**config.mk**
```make
export PLATFORM = sky130hd
export DESIGN_NAME = pwm4_ctrl
export DESIGN_NICKNAME = d
export VERILOG_FILES = /design/src/rtl/pwm4_pkg.sv /design/src/rtl/pwm4_regs.sv /design/src/rtl/pwm4_chan.sv /design/src/rtl/pwm4_ctrl.sv
export SDC_FILE = /design/constraint.sdc
export NUM_CORES = 1
export LEC_CHECK = 0
export CAP_MARGIN = 5
export CORE_UTILIZATION = 62
export DETAILED_ROUTE_END_ITERATION = 8
export HOLD_SLACK_MARGIN = 0.15
export PLACE_DENSITY = 0.81
export SYNTH_ARGS = -nofsm -noshare
export SYNTH_HDL_FRONTEND = slang
export SYNTH_SLANG_ARGS = --single-unit
```
**constraint.sdc**
```tcl
create_clock -name clk -period 3.95 [get_ports clk]
set_clock_uncertainty 0.1 [all_clocks]
set_input_delay 0.79 -clock clk [delete_from_list [all_inputs] [get_ports clk]]
set_output_delay 0.79 -clock clk [all_outputs]
set_load 0.03 [all_outputs]
```
**src/rtl/pwm4_pkg.sv**
```systemverilog
// Shared constants and address helpers for the four-channel PWM controller.
// Assumes byte addressing with word-aligned registers.
package pwm4_pkg;
    localparam int NCH     = 4;
    localparam int PSC_W   = 6;
    localparam int CNT_W   = 16;
    localparam int DATA_W  = 32;
    localparam int ADDR_W  = 6;
    localparam int EN_LSB  = 0;
    localparam int POL_LSB = 8;
    localparam int DRV_LSB = 15;
    localparam logic [ADDR_W-1:0] CTRL_OFS = 6'h00;
    localparam logic [ADDR_W-1:0] PSC_OFS  = 6'h24;

    // Byte offset of the period register of channel c.
    function automatic logic [ADDR_W-1:0] per_ofs(input int c);
        return ADDR_W'(4 + 8 * c);
    endfunction

    // Byte offset of the duty register of channel c.
    function automatic logic [ADDR_W-1:0] duty_ofs(input int c);
        return ADDR_W'(8 + 8 * c);
    endfunction

    // Lowest bit of channel c's field in the prescale word (reversed order).
    function automatic int psc_lsb(input int c);
        return (NCH - 1 - c) * PSC_W;
    endfunction
endpackage

```
**src/rtl/pwm4_regs.sv**
```systemverilog
// Register file of the PWM controller: control, per-channel period and duty,
// and the packed prescale word. Decodes writes and provides combinational
// read data. Assumes single-cycle write strobes; unmapped addresses read 0.
module pwm4_regs
    import pwm4_pkg::*;
(
    input  logic                        clk,
    input  logic                        rst_n,
    input  logic                        wr_en,
    input  logic [ADDR_W-1:0]           addr,
    input  logic [DATA_W-1:0]           wdata,
    output logic [DATA_W-1:0]           rdata,
    output logic [NCH-1:0]              en,
    output logic [NCH-1:0]              pol,
    output logic [NCH-1:0]              drv,
    output logic [NCH-1:0][PSC_W-1:0]   psc,
    output logic [NCH-1:0][CNT_W-1:0]   per,
    output logic [NCH-1:0][CNT_W-1:0]   duty
);
    // Register update on reset or decoded write.
    always_ff @(posedge clk) begin
        if (!rst_n) begin
            en   <= '0;
            pol  <= '1;
            drv  <= '0;
            psc  <= '0;
            per  <= '0;
            duty <= '0;
        end else if (wr_en) begin
            if (addr == CTRL_OFS) begin
                en  <= wdata[EN_LSB  +: NCH];
                pol <= wdata[POL_LSB +: NCH];
                drv <= wdata[DRV_LSB +: NCH];
            end
            if (addr == PSC_OFS) begin
                for (int c = 0; c < NCH; c++) psc[c] <= wdata[psc_lsb(c) +: PSC_W];
            end
            for (int c = 0; c < NCH; c++) begin
                if (addr == per_ofs(c))  per[c]  <= wdata[CNT_W-1:0];
                if (addr == duty_ofs(c)) duty[c] <= wdata[CNT_W-1:0];
            end
        end
    end

    // Read multiplexer; unmapped addresses and unused bits give zero.
    always_comb begin
        rdata = '0;
        if (addr == CTRL_OFS) begin
            rdata[EN_LSB  +: NCH] = en;
            rdata[POL_LSB +: NCH] = pol;
            rdata[DRV_LSB +: NCH] = drv;
        end
        if (addr == PSC_OFS) begin
            for (int c = 0; c < NCH; c++) rdata[psc_lsb(c) +: PSC_W] = psc[c];
        end
        for (int c = 0; c < NCH; c++) begin
            if (addr == per_ofs(c))  rdata[CNT_W-1:0] = per[c];
            if (addr == duty_ofs(c)) rdata[CNT_W-1:0] = duty[c];
        end
    end


    psc_pack_chk: assert property (@(posedge clk) disable iff (!rst_n)
        $past(wr_en && addr == PSC_OFS) |-> psc[0] == $past(wdata[23:18]) && psc[NCH-1] == $past(wdata[5:0]));
endmodule

```
**src/rtl/pwm4_chan.sv**
```systemverilog
// One PWM channel: prescaler, period counter, shadowed settings and output
// level. Settings are captured on start and at each period wrap, so a
// running period is never altered. Assumes period counts of 2 or more.
module pwm4_chan #(
    parameter int PSC_W = 6,
    parameter int CNT_W = 16
) (
    input  logic             clk,
    input  logic             rst_n,
    input  logic             en,
    input  logic             pol,
    input  logic [PSC_W-1:0] psc_in,
    input  logic [CNT_W-1:0] per_in,
    input  logic [CNT_W-1:0] duty_in,
    output logic             pwm_o
);
    localparam int EXT_W = CNT_W + 1;

    logic             run;
    logic [PSC_W-1:0] psc_cnt, sh_psc;
    logic [CNT_W-1:0] per_cnt, sh_per, sh_duty;
    logic             tick, per_last, active;

    assign tick     = (psc_cnt == sh_psc);
    assign per_last = (EXT_W'(per_cnt) + EXT_W'(1)) >= EXT_W'(sh_per);

    // Counter and shadow sequencing: stop, start, advance.
    always_ff @(posedge clk) begin
        if (!rst_n) begin
            run     <= 1'b0;
            psc_cnt <= '0;
            per_cnt <= '0;
            sh_psc  <= '0;
            sh_per  <= '0;
            sh_duty <= '0;
        end else if (!en) begin
            run     <= 1'b0;
            psc_cnt <= '0;
            per_cnt <= '0;
        end else if (!run) begin
            run     <= 1'b1;
            psc_cnt <= '0;
            per_cnt <= '0;
            sh_psc  <= psc_in;
            sh_per  <= per_in;
            sh_duty <= duty_in;
        end else if (tick) begin
            psc_cnt <= '0;
            if (per_last) begin
                per_cnt <= '0;
                sh_psc  <= psc_in;
                sh_per  <= per_in;
                sh_duty <= duty_in;
            end else begin
                per_cnt <= per_cnt + 1'b1;
            end
        end else begin
            psc_cnt <= psc_cnt + 1'b1;
        end
    end

    // Output level from phase and polarity.
    assign active = run && (per_cnt < sh_duty);
    assign pwm_o  = active ? pol : ~pol;


    presc_bound_chk: assert property (@(posedge clk) disable iff (!rst_n)
        run |-> psc_cnt <= sh_psc);

    per_bound_chk: assert property (@(posedge clk) disable iff (!rst_n)
        (run && sh_per >= 2) |-> per_cnt < sh_per);

    restart_chk: assert property (@(posedge clk) disable iff (!rst_n)
        $rose(run) |-> psc_cnt == '0 && per_cnt == '0);

    shadow_hold_chk: assert property (@(posedge clk) disable iff (!rst_n)
        (run && $past(run) && !$past(tick && per_last)) |->
        ($stable(sh_per) && $stable(sh_duty) && $stable(sh_psc)));
endmodule

```
**src/rtl/pwm4_ctrl.sv**
```systemverilog
// Top of the four-channel prescaled PWM controller. Connects the register
// file to one channel instance per output and exposes the stored drive-type
// bits. Assumes a synchronous single-clock environment.
module pwm4_ctrl
    import pwm4_pkg::*;
(
    input  logic              clk,
    input  logic              rst_n,
    input  logic              wr_en,
    input  logic [ADDR_W-1:0] addr,
    input  logic [DATA_W-1:0] wdata,
    output logic [DATA_W-1:0] rdata,
    output logic [NCH-1:0]    pwm_out,
    output logic [NCH-1:0]    drive_sel
);
    logic [NCH-1:0]            en_w, pol_w, drv_w;
    logic [NCH-1:0][PSC_W-1:0] psc_w;
    logic [NCH-1:0][CNT_W-1:0] per_w, duty_w;

    pwm4_regs u_regs (
        .clk(clk), .rst_n(rst_n), .wr_en(wr_en), .addr(addr), .wdata(wdata),
        .rdata(rdata), .en(en_w), .pol(pol_w), .drv(drv_w),
        .psc(psc_w), .per(per_w), .duty(duty_w)
    );

    assign drive_sel = drv_w;

    for (genvar c = 0; c < NCH; c++) begin : g_ch
        pwm4_chan #(.PSC_W(PSC_W), .CNT_W(CNT_W)) u_chan (
            .clk(clk), .rst_n(rst_n), .en(en_w[c]), .pol(pol_w[c]),
            .psc_in(psc_w[c]), .per_in(per_w[c]), .duty_in(duty_w[c]),
            .pwm_o(pwm_out[c])
        );


        disabled_idle_chk: assert property (@(posedge clk) disable iff (!rst_n)
            !$past(en_w[c]) |-> pwm_out[c] == ~pol_w[c]);
    end
endmodule

```
==> results list <==
- Critical Path Sink Type: output port
- The synthesized design spends more area on one cell type than any other, namely sky130_fd_sc_hd__dfxtp_1.
* Critical path startpoint category: primary input
- Data arrival time at the worst-slack endpoint: ~3.0 ns
* Top cell types by occurrence after synthesis: 680 x sky130_fd_sc_hd__nand2_1, 408 x sky130_fd_sc_hd__dfxtp_1, 212 x sky130_fd_sc_hd__a21oi_1
- The average instance in the mapped netlist occupies approximately 8 um2.
- Subtracting the final worst setup slack from the clock period gives 3.90 ns.
- Weighted congestion at the end of routability-driven global placement: slightly below 1
* Standard-cell rows: about 70
- Global-route track usage on met1: roughly 46%
* Area delta synth->final: 13.1%
- The later pin in the worst-skew pair is clocked with a latency of approximately 0.55 ns.
* Via count of the first global-routing pass: a little under 20,000
- Final non-filler cell total: ~3,200
- VDD sags by at most between 0.3 and 0.4 mV.
- Result of the run: finished, final reports clean
* Fmax: ~260 MHz
* Main area contributors after synthesis: sky130_fd_sc_hd__dfxtp_1 38%, sky130_fd_sc_hd__nand2_1 12%, sky130_fd_sc_hd__ha_1 7.6%, sky130_fd_sc_hd__mux2i_1 5.2%, sky130_fd_sc_hd__a21oi_1 4.9%
- For this run, the total global-route usage over all layers was measured as a little over a third.
* Root buffer selected by CTS: sky130_fd_sc_hd__clkbuf_16
- Utilization after layout: between 70% and 80%
- The clock drives just over 400 sinks.
- Dividing the final minimum period by the clock period gives between 90% and 100%.
- Final count of negative-setup-slack endpoints: 0
- The total count of max-transition violations in the final report is 0.
- Counting flops and latches in the post-synthesis netlist gives slightly above 400.
* Synth warn: 0
- Fraction of power consumed by sequential logic: 46.7%
* Psw: between 1500 and 2000 uW
* Pin slew with the least headroom to its limit: approximately 1.1 ns
- The first global-routing pass estimated 104,000 um of wire.
- Grt total ovfl: 0
- Share of Yosys cell area claimed by the top area cell type: 37.5%
* Unrepaired setup endpoints after global routing: no
- DRC violation count after routing: 0
- In this run, placement finished with an instance count of ~3,100.
- The die covers roughly 0.036 mm2.
- Area of the mapped netlist: between 0.02 and 0.025 mm2
* Router iterations before antenna repair: 6
- Placeable core region: ~0.035 mm2
- Global routing used under 10% of the available met3 tracks.
* Standby leakage power: roughly 0.0088 uW
* Headroom to the max-slew limit: 24.7%
* Share of flip-flops with an asynchronous set or reset after synthesis: 0%
* Int Power: 6900 uW
- In the final routed layout, each cell accounts on average for 20.2 um.
* Met2 GRT Util: slightly below 60%
- The number of hold violations in the final report is 0.
* Estimated wirelength of the detail-placed design: 46,900 um
- Pin placement for this block handled 81 I/O pins.
* CP max FO: 10
* Fraction of layout cells with a size suffix above 1: 9.15%
* Most common flop cell mapped by yosys: sky130_fd_sc_hd__dfxtp_1
- In this run the power density over the cells is approximately 360 mW/mm2.
* Die outline width: around 190 um
- Number of antenna violations at the first check in global routing: 5
* Number of vias after detailed routing: 20,300
* WS Path Type: in -> out
* Number of synthesized flops with an enable pin: 0
* TritonCTS clock tree: built
- By instance count, the leading cell after synthesis is sky130_fd_sc_hd__nand2_1.
- Counting the buffers created by CTS gives 45.
- Height of the chip: 189 um
- The final layout contains routed wiring with a total length of around 65,000 um.
* Via-per-instance ratio: 6.30
- DRC violation total after the first TritonRoute iteration: 2,297
- Final #Nets: 2,906
- After global routing, the most crowded layer is met2.
- Maximum clock path buffer count: 3
* Count of buffers inserted at the top-level ports: 64
* Kind of path behind the tightest hold check: reg -> reg
- Once detail routing completed, the nets flagged for antenna violations numbered 0.
- In this run, the clock network consumes between 50% and 60% of the power.
* Deepest level of the CTS H-tree: 2
- Relative contribution of combinational cells to total power: 3.2%
- The netlist uses slightly below 80 different library cells.
- Power after layout: approximately 8900 uW
* Maximum Capacitance Violations: 0
- For this design, the CTS-stage hold fixing added 0 buffers.
- Data on the critical path is required at its endpoint by just over 3 ns.
- Sequential-to-total area share from yosys stat: about 38%
- After clock tree synthesis, the clock-pin slew on the worst setup and hold paths is ~0.060 ns.
* Pin count of the biggest net entering global routing: 103
* Starting density of the core: 63.0%
* Proportion of total power due to net switching: 22.0%
- Gate Count Post-Synth: approximately 2,700
-- layer usage --
layer  vias up  part of all wire [%]
met5         -                 0.061
met4         6                   5.6
met3       250                   9.5
met2      1038                    46
met1      9525                    39
li1       9476                     -
-- critical path, stage by stage --
cell and delay (ns):
sky130_fd_sc_hd__clkdlybuf4s50_1 0.47, sky130_fd_sc_hd__buf_4 0.19, sky130_fd_sc_hd__nor4_1 0.18, sky130_fd_sc_hd__buf_4 0.20, sky130_fd_sc_hd__nand2_1 0.22, sky130_fd_sc_hd__nand2_1 0.14, sky130_fd_sc_hd__a221oi_1 0.05, sky130_fd_sc_hd__a21oi_1 0.33
sky130_fd_sc_hd__o22a_1 0.30, sky130_fd_sc_hd__buf_12 0.14
-- power by group through the flow --
stage	clock [uW]	sequential [uW]	combinational, uW
floorplan	0	4220	154
global placement	0	4220	271
detailed placement	0	4220	275
CTS	4430	4130	277
global route	4620	4130	298
finish	4430	4130	288
-- sequential cells by signal (all words and copies together) (netlist names) --
signal	count
g_ch.u_chan.per_cnt	64
g_ch.u_chan.sh_duty	64
g_ch.u_chan.sh_per	64
u_regs.duty	64
u_regs.per	64
g_ch.u_chan.psc_cnt	24
g_ch.u_chan.sh_psc	24
u_regs.psc	24
g_ch.u_chan.run	4
u_regs.drv	4
u_regs.en	4
u_regs.pol	4
-- final timing paths --
| kind | startpoint | to | slack [ns] | depth (start not counted) |
|---|---|---|---|---|
| max reg2reg | g_ch[0].u_chan.per_cnt[5] | g_ch[0].u_chan.sh_per[11] | 0.26 | 13 |
| min | g_ch[1].u_chan.sh_per[1] | g_ch[1].u_chan.sh_per[1] | 0.36 | 2 |
| max | addr[2] | rdata[8] | 0.05 | 10 |
| min reg2reg | g_ch[1].u_chan.sh_per[1] | g_ch[1].u_chan.sh_per[1] | 0.36 | 2 |
-- cells by family (layout without fill, tap and decap cells) --
family	count (synthesis)	count (layout)	synth area share, %
buf+inv	332	361	6.52
mux	142	142	6.69
xor+xnor	91	91	3.66
other cells	1	10	0.0172
fa+ha+maj	132	132	7.58
compound gates	543	543	15.8
flops	408	408	37.5
simple gates	1079	1079	22.2
-- layout by cell type (no fill, tap or decap), types with 9 or more instances in the layout --
cell type / instances
sky130_fd_sc_hd__nand4_1: 50
sky130_fd_sc_hd__nand2_1: 680
sky130_fd_sc_hd__dfxtp_1: 405
sky130_fd_sc_hd__buf_4: 77
sky130_fd_sc_hd__a22o_1: 38
sky130_fd_sc_hd__o31ai_1: 18
sky130_fd_sc_hd__and2_1: 19
sky130_fd_sc_hd__nand3_1: 125
sky130_fd_sc_hd__inv_1: 138
sky130_fd_sc_hd__buf_12: 26
sky130_fd_sc_hd__nor2_1: 73
sky130_fd_sc_hd__a21oi_1: 209
sky130_fd_sc_hd__clkbuf_16: 45
sky130_fd_sc_hd__a21o_1: 18
sky130_fd_sc_hd__clkdlybuf4s50_1: 31
sky130_fd_sc_hd__mux2_2: 28
sky130_fd_sc_hd__ha_1: 132
sky130_fd_sc_hd__xor2_1: 35
sky130_fd_sc_hd__nand3b_1: 12
sky130_fd_sc_hd__and3_1: 28
sky130_fd_sc_hd__a211oi_1: 18
sky130_fd_sc_hd__a221oi_1: 12
sky130_fd_sc_hd__a22oi_1: 16
sky130_fd_sc_hd__nor3_1: 9
sky130_fd_sc_hd__mux2i_1: 114
sky130_fd_sc_hd__a31oi_1: 84
sky130_fd_sc_hd__xnor2_1: 56
sky130_fd_sc_hd__o21ai_0: 51
sky130_fd_sc_hd__or2_2: 9
sky130_fd_sc_hd__or3_1: 17
-- layout make-up --
type,count,area [um2]
diodes,2,5.00
clock buffers,58,1250
clock inverters,20,293
fillers,2686,9920
inverters,139,527
multi-input cells,1995,12300
flip-flops and latches,408,8170
well taps,455,569
repair buffers,144,1510
-- repair_timing --
item / in CTS / in global routing
endpoints found under the setup margin: 9 / 77
resized for setup: 12 / 14
setup buffers: 1 / 2
endpoints found under the hold margin: 0 / 0
pin swaps: 3 / 2
-- through the flow --
stage          setup WS (ns)  setup TNS, ns  area (um2)  hold slack [ns]
2_1_floorplan          0.390              0       21800            0.330
5_1_grt              0.00973              0       24600            0.369
6_report              0.0507              0       24600            0.356
3_5_place_dp          -0.136         -0.490       23000            0.348
4_1_cts              0.00574              0       24600            0.357
3_3_place_gp          -0.104         -0.262       23000            0.344
Power figures use the tool's default switching activity.
